`src/rtl/dbr_pkg.sv`:
```
package dbr_pkg;

    // Where a decoded access lands inside the register window.
    typedef enum logic [2:0] {
        SLOT_CTRL   = 3'd0,
        SLOT_ZQCTL  = 3'd1,
        SLOT_ZQSTAT = 3'd2,
        SLOT_SPARE  = 3'd3,
        SLOT_OOB    = 3'd4
    } slot_e;

    function automatic logic is_named(input slot_e s);
        return (s == SLOT_CTRL) || (s == SLOT_ZQCTL) || (s == SLOT_ZQSTAT);
    endfunction

endpackage

```
`src/rtl/dbr_decode.sv`:
```
module dbr_decode #(
    parameter int unsigned       ADDR_W     = 32,
    parameter int unsigned       WIN_AW     = 12,
    parameter logic [WIN_AW-1:0] CTRL_OFF   = 12'h000,
    parameter logic [WIN_AW-1:0] ZQCTL_OFF  = 12'h0A8,
    parameter logic [WIN_AW-1:0] ZQSTAT_OFF = 12'h0B0,
    parameter logic [WIN_AW-1:0] OOB_BASE   = 12'h2E4
) (
    input  logic [ADDR_W-1:0] addr,
    output dbr_pkg::slot_e    slot
);
    import dbr_pkg::*;

    localparam int unsigned IDX_W = WIN_AW - 2;

    logic [IDX_W-1:0]  word_idx;
    logic [WIN_AW-1:0] word_off;
    logic [ADDR_W-1:0] unused_addr_bits;

    assign word_idx = addr[WIN_AW-1:2];
    assign word_off = {word_idx, 2'b00};

    // Bits outside the window and the byte lane select do not steer decode.
    assign unused_addr_bits = addr;

    always_comb begin
        if (word_off >= OOB_BASE) begin
            slot = SLOT_OOB;
        end else if (word_idx == CTRL_OFF[WIN_AW-1:2]) begin
            slot = SLOT_CTRL;
        end else if (word_idx == ZQCTL_OFF[WIN_AW-1:2]) begin
            slot = SLOT_ZQCTL;
        end else if (word_idx == ZQSTAT_OFF[WIN_AW-1:2]) begin
            slot = SLOT_ZQSTAT;
        end else begin
            slot = SLOT_SPARE;
        end
    end

endmodule

```
`src/rtl/dbr_cfg_regs.sv`:
```
module dbr_cfg_regs #(
    parameter int unsigned       DATA_W       = 32,
    parameter logic [DATA_W-1:0] CTRL_RST     = 32'h8002_0000,
    parameter logic [DATA_W-1:0] ZQCTL_RST    = 32'h07B0_0000,
    parameter logic [DATA_W-1:0] ZQSTAT_RST   = 32'h8000_0000,
    parameter int unsigned       INIT_BIT     = 31,
    parameter int unsigned       TRAIN_BIT    = 30,
    parameter int unsigned       DONE_BIT     = 31
) (
    input  logic              clk,
    input  logic              rst_n,
    input  logic              wr_en,
    input  dbr_pkg::slot_e    slot,
    input  logic [DATA_W-1:0] wdata,
    output logic [DATA_W-1:0] ctrl_q,
    output logic [DATA_W-1:0] zqctl_q,
    output logic [DATA_W-1:0] zqstat_q
);
    import dbr_pkg::*;

    localparam logic [DATA_W-1:0] REQ_MASK  =
        (DATA_W'(1) << INIT_BIT) | (DATA_W'(1) << TRAIN_BIT);
    localparam logic [DATA_W-1:0] DONE_MASK = DATA_W'(1) << DONE_BIT;

    typedef struct packed {
        logic [DATA_W-1:0] ctrl;
        logic [DATA_W-1:0] zqctl;
        logic [DATA_W-1:0] zqstat;
    } regs_t;

    regs_t st_d, st_q;

    always_comb begin
        st_d = st_q;
        if (wr_en) begin
            unique case (slot)
                SLOT_CTRL: begin
                    // Requests complete instantly, so they never stay set.
                    st_d.ctrl = wdata & ~REQ_MASK;
                end
                SLOT_ZQCTL: begin
                    st_d.zqctl  = wdata;
                    st_d.zqstat = st_q.zqstat | DONE_MASK;
                end
                SLOT_ZQSTAT: begin
                    st_d.zqstat = wdata;
                end
                default: begin
                    st_d = st_q;
                end
            endcase
        end
    end

    always_ff @(posedge clk or negedge rst_n) begin
        if (!rst_n) begin
            st_q.ctrl   <= CTRL_RST;
            st_q.zqctl  <= ZQCTL_RST;
            st_q.zqstat <= ZQSTAT_RST;
        end else begin
            st_q <= st_d;
        end
    end

    assign ctrl_q   = st_q.ctrl;
    assign zqctl_q  = st_q.zqctl;
    assign zqstat_q = st_q.zqstat;


    ctrl_selfclear_chk: assert property (@(posedge clk) disable iff (!rst_n)
        (wr_en && slot == SLOT_CTRL) |=>
            ((ctrl_q & REQ_MASK) == '0) &&
            ((ctrl_q & ~REQ_MASK) == ($past(wdata) & ~REQ_MASK)));


    zq_done_set_chk: assert property (@(posedge clk) disable iff (!rst_n)
        (wr_en && slot == SLOT_ZQCTL) |=>
            (zqstat_q == ($past(zqstat_q) | DONE_MASK)) && (zqctl_q == $past(wdata)));


    zqstat_store_chk: assert property (@(posedge clk) disable iff (!rst_n)
        (wr_en && slot == SLOT_ZQSTAT) |=> (zqstat_q == $past(wdata)));


    regs_hold_chk: assert property (@(posedge clk) disable iff (!rst_n)
        (!wr_en || !is_named(slot)) |=>
            ($stable(ctrl_q) && $stable(zqctl_q) && $stable(zqstat_q)));

endmodule

```
`src/rtl/dbr_rsp.sv`:
```
module dbr_rsp #(
    parameter int unsigned DATA_W = 32
) (
    input  logic              clk,
    input  logic              rst_n,
    input  logic              req_valid,
    input  logic              req_write,
    input  logic              full_word,
    input  dbr_pkg::slot_e    slot,
    input  logic [DATA_W-1:0] ctrl_q,
    input  logic [DATA_W-1:0] zqctl_q,
    input  logic [DATA_W-1:0] zqstat_q,
    output logic              rsp_valid,
    output logic [DATA_W-1:0] rsp_rdata,
    output logic              oob_pulse,
    output logic              unimpl_pulse
);
    import dbr_pkg::*;

    typedef struct packed {
        logic              valid;
        logic [DATA_W-1:0] rdata;
        logic              oob;
        logic              unimpl;
    } rsp_t;

    rsp_t rsp_d, rsp_q;

    always_comb begin
        rsp_d        = '0;
        rsp_d.valid  = req_valid && !req_write;
        rsp_d.oob    = req_valid && full_word && (slot == SLOT_OOB);
        rsp_d.unimpl = req_valid && full_word && (slot == SLOT_SPARE);
        if (req_valid && !req_write && full_word) begin
            unique case (slot)
                SLOT_CTRL:   rsp_d.rdata = ctrl_q;
                SLOT_ZQCTL:  rsp_d.rdata = zqctl_q;
                SLOT_ZQSTAT: rsp_d.rdata = zqstat_q;
                default:     rsp_d.rdata = '0;
            endcase
        end
    end

    always_ff @(posedge clk or negedge rst_n) begin
        if (!rst_n) begin
            rsp_q <= '0;
        end else begin
            rsp_q <= rsp_d;
        end
    end

    assign rsp_valid    = rsp_q.valid;
    assign rsp_rdata    = rsp_q.rdata;
    assign oob_pulse    = rsp_q.oob;
    assign unimpl_pulse = rsp_q.unimpl;


    rsp_follows_read_chk: assert property (@(posedge clk) disable iff (!rst_n)
        (req_valid && !req_write) |=> rsp_valid);


    no_spurious_rsp_chk: assert property (@(posedge clk) disable iff (!rst_n)
        !(req_valid && !req_write) |=> !rsp_valid);


    oob_reads_zero_chk: assert property (@(posedge clk) disable iff (!rst_n)
        (oob_pulse && rsp_valid) |-> (rsp_rdata == '0));


    spare_reads_zero_chk: assert property (@(posedge clk) disable iff (!rst_n)
        (unimpl_pulse && rsp_valid) |-> (rsp_rdata == '0));


    partial_quiet_chk: assert property (@(posedge clk) disable iff (!rst_n)
        (req_valid && !full_word) |=> (!oob_pulse && !unimpl_pulse && rsp_rdata == '0));


    pulse_excl_chk: assert property (@(posedge clk) disable iff (!rst_n)
        $onehot0({oob_pulse, unimpl_pulse}));

endmodule

```
`src/rtl/dram_boot_regs.sv`:
```
module dram_boot_regs #(
    parameter int unsigned ADDR_W = 32,
    parameter int unsigned DATA_W = 32,
    parameter int unsigned WIN_AW = 12
) (
    input  logic              clk,
    input  logic              rst_n,
    input  logic              req_valid,
    input  logic              req_write,
    input  logic [ADDR_W-1:0] req_addr,
    input  logic [DATA_W-1:0] req_wdata,
    input  logic [DATA_W/8-1:0] req_be,
    output logic              rsp_valid,
    output logic [DATA_W-1:0] rsp_rdata,
    output logic              oob_pulse,
    output logic              unimpl_pulse
);
    import dbr_pkg::*;

    slot_e             slot;
    logic              full_word;
    logic              wr_en;
    logic [DATA_W-1:0] ctrl_q;
    logic [DATA_W-1:0] zqctl_q;
    logic [DATA_W-1:0] zqstat_q;

    assign full_word = &req_be;
    assign wr_en     = req_valid && req_write && full_word;

    dbr_decode #(
        .ADDR_W (ADDR_W),
        .WIN_AW (WIN_AW)
    ) i_decode (
        .addr (req_addr),
        .slot (slot)
    );

    dbr_cfg_regs #(
        .DATA_W (DATA_W)
    ) i_regs (
        .clk      (clk),
        .rst_n    (rst_n),
        .wr_en    (wr_en),
        .slot     (slot),
        .wdata    (req_wdata),
        .ctrl_q   (ctrl_q),
        .zqctl_q  (zqctl_q),
        .zqstat_q (zqstat_q)
    );

    dbr_rsp #(
        .DATA_W (DATA_W)
    ) i_rsp (
        .clk          (clk),
        .rst_n        (rst_n),
        .req_valid    (req_valid),
        .req_write    (req_write),
        .full_word    (full_word),
        .slot         (slot),
        .ctrl_q       (ctrl_q),
        .zqctl_q      (zqctl_q),
        .zqstat_q     (zqstat_q),
        .rsp_valid    (rsp_valid),
        .rsp_rdata    (rsp_rdata),
        .oob_pulse    (oob_pulse),
        .unimpl_pulse (unimpl_pulse)
    );

endmodule

```
`config.mk`:
```
export PLATFORM = sky130hd
export DESIGN_NAME = dram_boot_regs
export DESIGN_NICKNAME = d
export VERILOG_FILES = /design/src/rtl/dbr_pkg.sv /design/src/rtl/dbr_decode.sv /design/src/rtl/dbr_cfg_regs.sv /design/src/rtl/dbr_rsp.sv /design/src/rtl/dram_boot_regs.sv
export SDC_FILE = /design/constraint.sdc
export NUM_CORES = 1
export LEC_CHECK = 0
export CELL_PAD_IN_SITES_DETAIL_PLACEMENT = 1
export CELL_PAD_IN_SITES_GLOBAL_PLACEMENT = 2
export CORE_MARGIN = 4
export CORE_UTILIZATION = 41
export CTS_BUF_LIST = sky130_fd_sc_hd__clkbuf_8
export CTS_CLUSTER_SIZE = 25
export DETAILED_ROUTE_END_ITERATION = 8
export DONT_BUFFER_PORTS = 1
export GPL_TIMING_DRIVEN = 0
export PLACE_DENSITY = 0.85
export SYNTH_ARGS = -nofsm -noshare
export SYNTH_HDL_FRONTEND = slang
export SYNTH_HIERARCHICAL = 1
export SYNTH_SLANG_ARGS = --single-unit
```
`constraint.sdc`:
```
create_clock -name clk -period 0.96 [get_ports clk]
set_input_delay 0.24 -clock clk [delete_from_list [all_inputs] [get_ports clk]]
set_output_delay 0.24 -clock clk [all_outputs]
set_load 0.05 [all_outputs]
```
==> results of run 1 <==
worst paths after layout:
check	from	depth (start not counted)	slack, ps	to
max	req_addr[3]	8	-700	i_regs/ctrl_q[3]
min in group clk	req_valid	2	70	i_rsp/unimpl_pulse
max in group asynchronous	rst_n	0	1180	i_regs/zqctl_q[25]
min	rst_n	0	-520	i_regs/ctrl_q[2]
min reg2reg	i_regs/ctrl_q[31]	1	490	i_regs/ctrl_q[31]
max reg2reg	i_regs/zqctl_q[20]	3	-180	i_rsp/rsp_rdata[20]
state kept, by name, summed over array words and instances (netlist names):
name                flops
i_regs/zqctl_q         32
i_regs/zqstat_q        32
i_rsp/rsp_rdata        32
i_regs/ctrl_q          31
i_rsp/oob_pulse         1
i_rsp/rsp_valid         1
i_rsp/unimpl_pulse      1
cells in the mapped netlist (4+ instances only):
master / number / share of area
or2_2: 32 / 0.035
mux2_2: 89 / 0.18
a21oi_2: 30 / 0.046
dfrtp_1: 121 / 0.53
nand2_1: 35 / 0.023
clkbuf_1: 7 / 0.0046
a21oi_1: 4 / 0.0035
buf_6: 10 / 0.020
buf_4: 7 / 0.0093
mux2_1: 4 / 0.0080
dfstp_2: 9 / 0.042
mux2i_1: 32 / 0.057
what timing repair did:
action | 4_1_cts | 5_1_grt
resized for setup | 172 | 61
setup buffers | 24 | 9
pin swaps | 12 | 6
cloned | 4 | 9
hold endpoints to repair | 224 | 130
endpoints found under the setup margin | 164 | 164
critical path: stages:
cell and delay [ps]:
or3_4 370, a21oi_4 150, a31oi_4 150, buf_12 160
nor3_4 270, buf_6 190, buf_8 140, mux2_4 310
cell families (layout without fill, tap and decap cells):
group / after synthesis / in the layout / share of synthesized area
simple gates: 90 / 90 / 0.0899
other cells: 1 / 1 / 0.000662
flops: 130 / 130 / 0.577
buf+inv: 25 / 134 / 0.0347
compound gates: 39 / 39 / 0.0566
mux: 125 / 125 / 0.242
stage by stage:
| step | hold WS, ps | util |
|---|---|---|
| after floorplan | -55.6 | - |
| after global placement | -49.7 | 0.444 |
| after detailed placement | -50.1 | 0.444 |
| after CTS | -542 | 0.562 |
| after global routing | -561 | 0.599 |
| final | -515 | 0.599 |
area by class of cell:
class / count / area [sq um]
multi-input cells: 255 / 2800
clock buffers: 21 / 289
well taps: 176 / 220
fillers: 1236 / 5370
plain buffers: 24 / 387
repair buffers: 78 / 981
clock inverters: 11 / 51.3
flip-flops and latches: 130 / 3310
power by group through the flow:
| stage | registers (mW) | clock network (mW) | logic, mW |
|---|---|---|---|
| after floorplan | 5.74 | 0 | 0.344 |
| after global routing | 5.67 | 4.49 | 0.894 |
| after global placement | 5.74 | 0 | 0.410 |
| after CTS | 5.65 | 4.15 | 0.748 |
| after detailed placement | 5.75 | 0 | 0.427 |
| final | 5.66 | 4.11 | 0.836 |
metal layers:
layer,track usage,vias to the layer above
met5,0,-
met4,0.0580,0
met3,0.0597,23
met2,0.314,86
met1,0.236,1958
li1,-,1615
==> flow_summary.ini, run 1 <==
[status]
status = finished, violations left
failed_checks = hold timing, setup timing

[routing]
vias_per_cell = 5.30
vias = 3682
drt-total-wl_microns = 15800
route.top_layer_used = met4
wl_met2_microns = 7980
ant_nets = 0
routedWlPerCell_microns = 22.7
route.detailed.drc = 0
route.met3.wl_microns = 686
drt-initial-drc-count = 180
wl_met1_microns = 6800
drt-pass1-iter-count = 4

[clock_network]
h-tree-depth = 4
cts_buffer_depth = 2
holdBufCountCts = 34
cts_sinks = 130
path_clk_slew_ps = 80
clock_latency_ps = 450
cts_buffers = 17
cts_root_buf = clkbuf_8
cts_tree = yes

[pwr]
total_power_mw = 10.6
p_switching_mw = 2.54
pwr-share-clk = 0.387
p_int_mw = 8.06
seqPwrFrac = 0.534
combinationalPowerShare = 0.079
p_leak_nw = 3.42
irDropWorstVdd_mv = 0.868
swShare = 0.240
power_density_nw_per_um2 = 1320

[sta]
grt_setup_unrepaired = yes
whs_ps = -515
finalMaxSlewViolations = 0
clock_skew_ps = 10.6
post-route-min-period_ps = 1660
fin_crit_sh = 1.73
fin_tns_setup_ps = -89630
hold_viol = 130
fin_ws_ps = -698
setup_viol = 164
fmax_mhz = 603

[global_route]
grt_antenna_before_repair = 0
grt-ovfl-total = 0
grt_usage = 0.189
grt_pass1_wl_microns = 23100
grt_pass1_vias = 4145
grt_start_max_net_pins = 131

[synth]
syn_nets = 482
synthCells = 410
synthFlopType = dfrtp_1
synth_area_sq_um = 5660
synth.avg_cell_area_sq_um = 13.8
ys_seq_elements = 130
ys_types = 33
synth_edf_count = 0
ys_seq_area_frac = 0.577
yosys_warnings = 6
ys_async_sr_fraction = 1.00

[setup_path]
worstPathArrival_ps = 1990
critPathMaxFanout = 5
required_ps = 1290
path_class = in2reg
cp-end-kind = register
critPathLaunchType = input pin

[placed_design]
place.gp.congestion = 0.730
io_buffer_count = 0
placed_area_sq_um = 5960
dp_slack_ps = -1600
dpl.cell_count = 586
hpwl_microns = 7770

[finish]
finalNonFillerCells = 695
design_area_sq_um = 8030
nets = 578
diodes = 0
drive_above_1_share = 0.605
area_growth_pct = 41.9
layout_common_cells = 88 x mux2_4, 86 x dfrtp_1, 35 x dfrtp_2
final_common_cell = mux2_4

[min_path]
min_path_type = in2async

[floorplanning]
num_rows = 42
core_sq_um = 13400
fp.dieW_microns = 126
start_util = 0.423
die_area_sq_um = 15800
io_pins = 107
dieHeight_microns = 126

[job]
maxCapViolations = 0
Note: power is estimated with default switching activity, not from simulation.
==> run 2, diff against run 1 <==
- ABC_AREA: unset -> 1
- CORE_UTILIZATION: 41 -> 36
- SYNTH_HIERARCHICAL: 1 -> unset
==> run 2 against run 1 <==
Against the previous run: the run still ends with hold timing, setup timing left; total power is 2.3% higher; largest cell class unchanged; area after synthesis rose by 4.5%; combinational power decreased by 58%; sequential power down 3%; first-iteration DRC count increased by 26%; global-route usage is 0.19 points higher; non-clock buffer count shrank 13.
==> flow_summary.ini, run 2 <==
[global_route]
grt_usage = 0.191
grt_pass1_wl_microns = 26900
grt_use_met1 = 0.242
grt_start_max_net_pins = 131
busiest_layer = met2
grtUsageMet3 = 0.0448
grt-ovfl-total = 0
grt.met2_usage = 0.327
grt_pass1_vias = 5053
grt_antenna_before_repair = 0

[synth]
yosysTopAreaCell = dfrtp_1
synth_edf_count = 0
ys_types = 22
synth_area_sq_um = 5920
synth_area_leaders = dfrtp_1 51%, nand2_1 10%, o21ai_1 7.7%, nor2_4 6.3%, nor2_1 4.9%
synthCells = 667
ys_seq_elements = 130
syn_nets = 739
ys_async_sr_fraction = 1.00
synth_top_cell_area_share = 0.512
ys_seq_area_frac = 0.552
synth_common_cells = 165 x nand2_1, 121 x dfrtp_1, 91 x o21ai_1
synth_most_common_cell = nand2_1
synthFlopType = dfrtp_1
synth.avg_cell_area_sq_um = 8.87
yosys_warnings = 0

[clock_network]
path_clk_slew_ps = 80
h-tree-depth = 4
cts_buffers = 17
clock_latency_ps = 450
cts_tree = yes
cts_sinks = 130
cts_buffer_depth = 2
cts_root_buf = clkbuf_8
holdBufCountCts = 33

[sta]
post-route-min-period_ps = 1220
grt_setup_unrepaired = yes
worstMarginPinSlew_ps = 312
fin_crit_sh = 1.27
whs_ps = -533
fmax_mhz = 820
setup_viol = 41
hold_viol = 130
fin_tns_setup_ps = -8770
fin_ws_ps = -260
finalMaxSlewViolations = 0
slew_headroom = 0.790
clock_skew_ps = 8.10

[placed_design]
io_buffer_count = 0
hpwl_microns = 10900
place.gp.congestion = 0.773

[routing]
drt-initial-drc-count = 226
vias_per_cell = 4.86
ant_nets = 0
route.detailed.drc = 0
drt-pass1-iter-count = 4
vias = 4732
routedWlPerCell_microns = 17.6
drt-total-wl_microns = 17200

[setup_path]
reg2reg_to = i_rsp.rsp_rdata[31]
rrSetupSlack_ps = 30
r2r_start = i_regs.ctrl_q[31]
reg2reg_depth = 4
worstPathArrival_ps = 980
required_ps = 720
critPathLaunchType = register
critPathMaxFanout = 1
crit_start = i_rsp.rsp_rdata[9]
cp-end-kind = primary output
path_class = reg2out

[min_path]
min_path_type = in2async

[finish]
layout_common_cells = 159 x nand2_1, 91 x o21ai_1, 86 x dfrtp_1
area_growth_pct = 27.7
nets = 816
diodes = 0
final_common_cell = nand2_1
drive_above_1_share = 0.279

[floorplanning]
fp.dieW_microns = 136
num_rows = 46
start_util = 0.370
io_pins = 107
die_area_sq_um = 18600
dieHeight_microns = 136
core_sq_um = 16000

[pwr]
p_leak_nw = 3.41
total_power_mw = 10.8
irDropWorstVdd_mv = 1.01
power_density_nw_per_um2 = 1440

[status]
failed_checks = hold timing, setup timing
status = finished, violations left

[job]
maxCapViolations = 0
-- run 2: metal layers --
layer	vias to the layer above	routed length, microns	share of wire
li1	2222	-	-
met1	2379	7480	0.44
met2	109	8630	0.50
met3	22	775	0.045
met4	0	260	0.015
met5	-	0	0
-- run 2: layout make-up --
class                   instances  area [sq um]
repair buffers                 59           617
plain buffers                  30           335
clock inverters                14           179
multi-input cells             432          2310
well taps                     216           270
inverters                      74           285
clock buffers                  18           248
fillers                      1876          8450
flip-flops and latches        130          3310
-- run 2: timing repair --
item,4_1_cts,5_1_grt
endpoints found under the setup margin,95,121
resized for setup,47,46
pin swaps,10,43
endpoints found under the hold margin,216,130
buffers inserted,12,10
cloned,1,3
-- run 2: where the power goes --
group | leakage (nW) | total, mW | switching [mW] | internal [mW]
logic | 1.48 | 0.348 | 0.193 | 0.155
registers | 1.72 | 5.49 | 0.0141 | 5.48
clock network | 0.206 | 5.01 | 2.34 | 2.67
-- run 2: cell families (layout without fill, tap and decap cells) --
family,count (synthesis),count (layout),synth area share
buffers and inverters,105,195,0.0827
DFF,130,130,0.552
AOI/OAI and AO/OA,96,96,0.0816
and+or+nand+nor,336,336,0.284
-- run 2: worst max-delay path by stage --
stage / slack (ps) / depth (start not counted) / to
floorplan: -280 / 8 / i_rsp.rsp_rdata[10]
global placement: -550 / 8 / i_rsp.rsp_rdata[13]
detailed placement: -590 / 8 / i_rsp.rsp_rdata[16]
CTS: -290 / 0 / unimpl_pulse
global route: -310 / 0 / unimpl_pulse
finish: -260 / 0 / rsp_rdata[9]
-- run 2: stage by stage --
stage | std cells | util | setup slack, ps | instance area (sq um)
6_report | 973 | 0.472 | -260 | 7550
5_1_grt | 973 | 0.472 | -310 | 7550
4_1_cts | 961 | 0.454 | -292 | 7270
3_5_place_dp | 883 | 0.394 | -587 | 6310
3_3_place_gp | 883 | 0.394 | -553 | 6310
2_1_floorplan | 667 | - | -276 | 6040
==> run 3, diff against run 2 <==
- SETUP_SLACK_MARGIN: unset -> 0.02
==> run 3 against run 2 <==
Against the previous run: the run still ends with hold timing, setup timing left; sequential cell count unchanged; cell count grew 0.21%; combinational power rose by 4%; clock-buffer cell count stayed put; first-iteration DRC count decreased by 16%; die area did not move; clock power about the same; sequential power about the same; clock skew is 0.99 ps lower; critical path type unchanged.
==> flow_summary.ini, run 3 (synthesized netlist as in run 2, its figures left out) <==
[sta]
post-route-min-period_ps = 1220
whs_ps = -531
fmax_mhz = 820
fin_tns_setup_ps = -8870
worstMarginPinSlew_ps = 310
setup_viol = 51
finalMaxSlewViolations = 0
slew_headroom = 0.791
hold_viol = 130
fin_crit_sh = 1.27
fin_ws_ps = -259
grt_setup_unrepaired = yes
clock_skew_ps = 7.11

[clock_network]
cts_tree = yes
cts_buffer_depth = 2
cts_root_buf = clkbuf_8
cts_buffers = 17
h-tree-depth = 4
holdBufCountCts = 33
cts_sinks = 130
path_clk_slew_ps = 80
clock_latency_ps = 450

[floorplanning]
num_rows = 46
dieHeight_microns = 136
core_sq_um = 16000
fp.dieW_microns = 136
start_util = 0.370
die_area_sq_um = 18600
io_pins = 107

[finish]
area_growth_pct = 31.1
final_common_cell = nand2_1
final_util = 0.485
drive_above_1_share = 0.299
diodes = 0
design_area_sq_um = 7760
layout_common_cells = 152 x nand2_1, 86 x dfrtp_1, 84 x o21ai_1
nets = 818
nFillCells = 1867

[routing]
routedWlPerCell_microns = 18.0
drt-pass1-iter-count = 4
ant_nets = 0
vias = 4743
drt-initial-drc-count = 189
drt-total-wl_microns = 17600
vias_per_cell = 4.86
route.detailed.drc = 0

[pwr]
irDropWorstVdd_mv = 1.02
total_power_mw = 10.9
p_leak_nw = 3.50
power_density_nw_per_um2 = 1400

[setup_path]
critPathLaunchType = register
cp-end-kind = primary output
worstPathArrival_ps = 980
critPathMaxFanout = 1
path_class = reg2out
required_ps = 720

[global_route]
grt_usage = 0.191
grt_pass1_wl_microns = 27000
grt_pass1_vias = 5062
grt_antenna_before_repair = 0
grt_start_max_net_pins = 131
grt-ovfl-total = 0

[placed_design]
place.gp.congestion = 0.773
hpwl_microns = 10900
io_buffer_count = 0
placed_area_sq_um = 6310

[status]
failed_checks = hold timing, setup timing
status = finished, violations left

[job]
maxCapViolations = 0

[min_path]
min_path_type = in2async
run 3: power by group:
part	leakage, nW	total (mW)	switching (mW)	internal, mW
Combinational	1.57	0.361	0.203	0.158
Sequential	1.72	5.49	0.0142	5.48
Clock	0.206	5.02	2.35	2.67
Total	3.50	10.9	2.57	8.30
run 3: final timing paths:
path,slack [ps],from,depth (start not counted),to
max reg2reg,-10,i_regs.ctrl_q[31],4,i_rsp.rsp_rdata[31]
max,-260,i_rsp.unimpl_pulse,0,unimpl_pulse
min,-530,rst_n,0,i_rsp.rsp_rdata[6]
min reg2reg,470,i_regs.zqctl_q[26],2,i_regs.zqctl_q[26]
max in group asynchronous,1170,rst_n,0,i_regs.ctrl_q[17]
min in group clk,30,req_wdata[16],2,i_regs.zqstat_q[16]
run 3: per-stage QoR:
stage / setup WS [ps] / instances / hold WS [ps]
after CTS: -292 / 963 / -551
after global placement: -553 / 883 / -51.6
after floorplan: -276 / 667 / -55.6
final: -259 / 975 / -531
after global routing: -310 / 975 / -563
after detailed placement: -587 / 883 / -51.9
run 3: routing by layer:
metal	up-vias	routed length [microns]	track usage
met5	-	0	0
met4	0	218	0.0521
met3	21	863	0.0437
met2	112	8940	0.328
met1	2383	7560	0.244
li1	2227	-	-
run 3: worst reg2reg max path, stage by stage (launching register included):
cell     delay (ps)
dfstp_2         540
nand2_1          70
nand2_2          70
nor2_2           40
nor2_2          160
run 3: timing repair:
item,CTS,global route
resized for setup,51,67
setup endpoints to repair,96,137
pin swaps,11,40
endpoints found under the hold margin,217,130
gates cloned,1,7
setup buffers,15,5
run 3: area by class of cell:
| type | count | area, sq um | share of cell area |
|---|---|---|---|
| Clock inverter | 14 | 179 | 0.0231 |
| Timing Repair Buffer | 61 | 708 | 0.0913 |
| Inverter | 74 | 283 | 0.0365 |
| Clock buffer | 18 | 248 | 0.0319 |
| Tap cell | 216 | 270 | 0.0348 |
| Multi-Input combinational cell | 432 | 2390 | 0.308 |
| Sequential cell | 130 | 3310 | 0.427 |
| Buffer | 30 | 370 | 0.0477 |
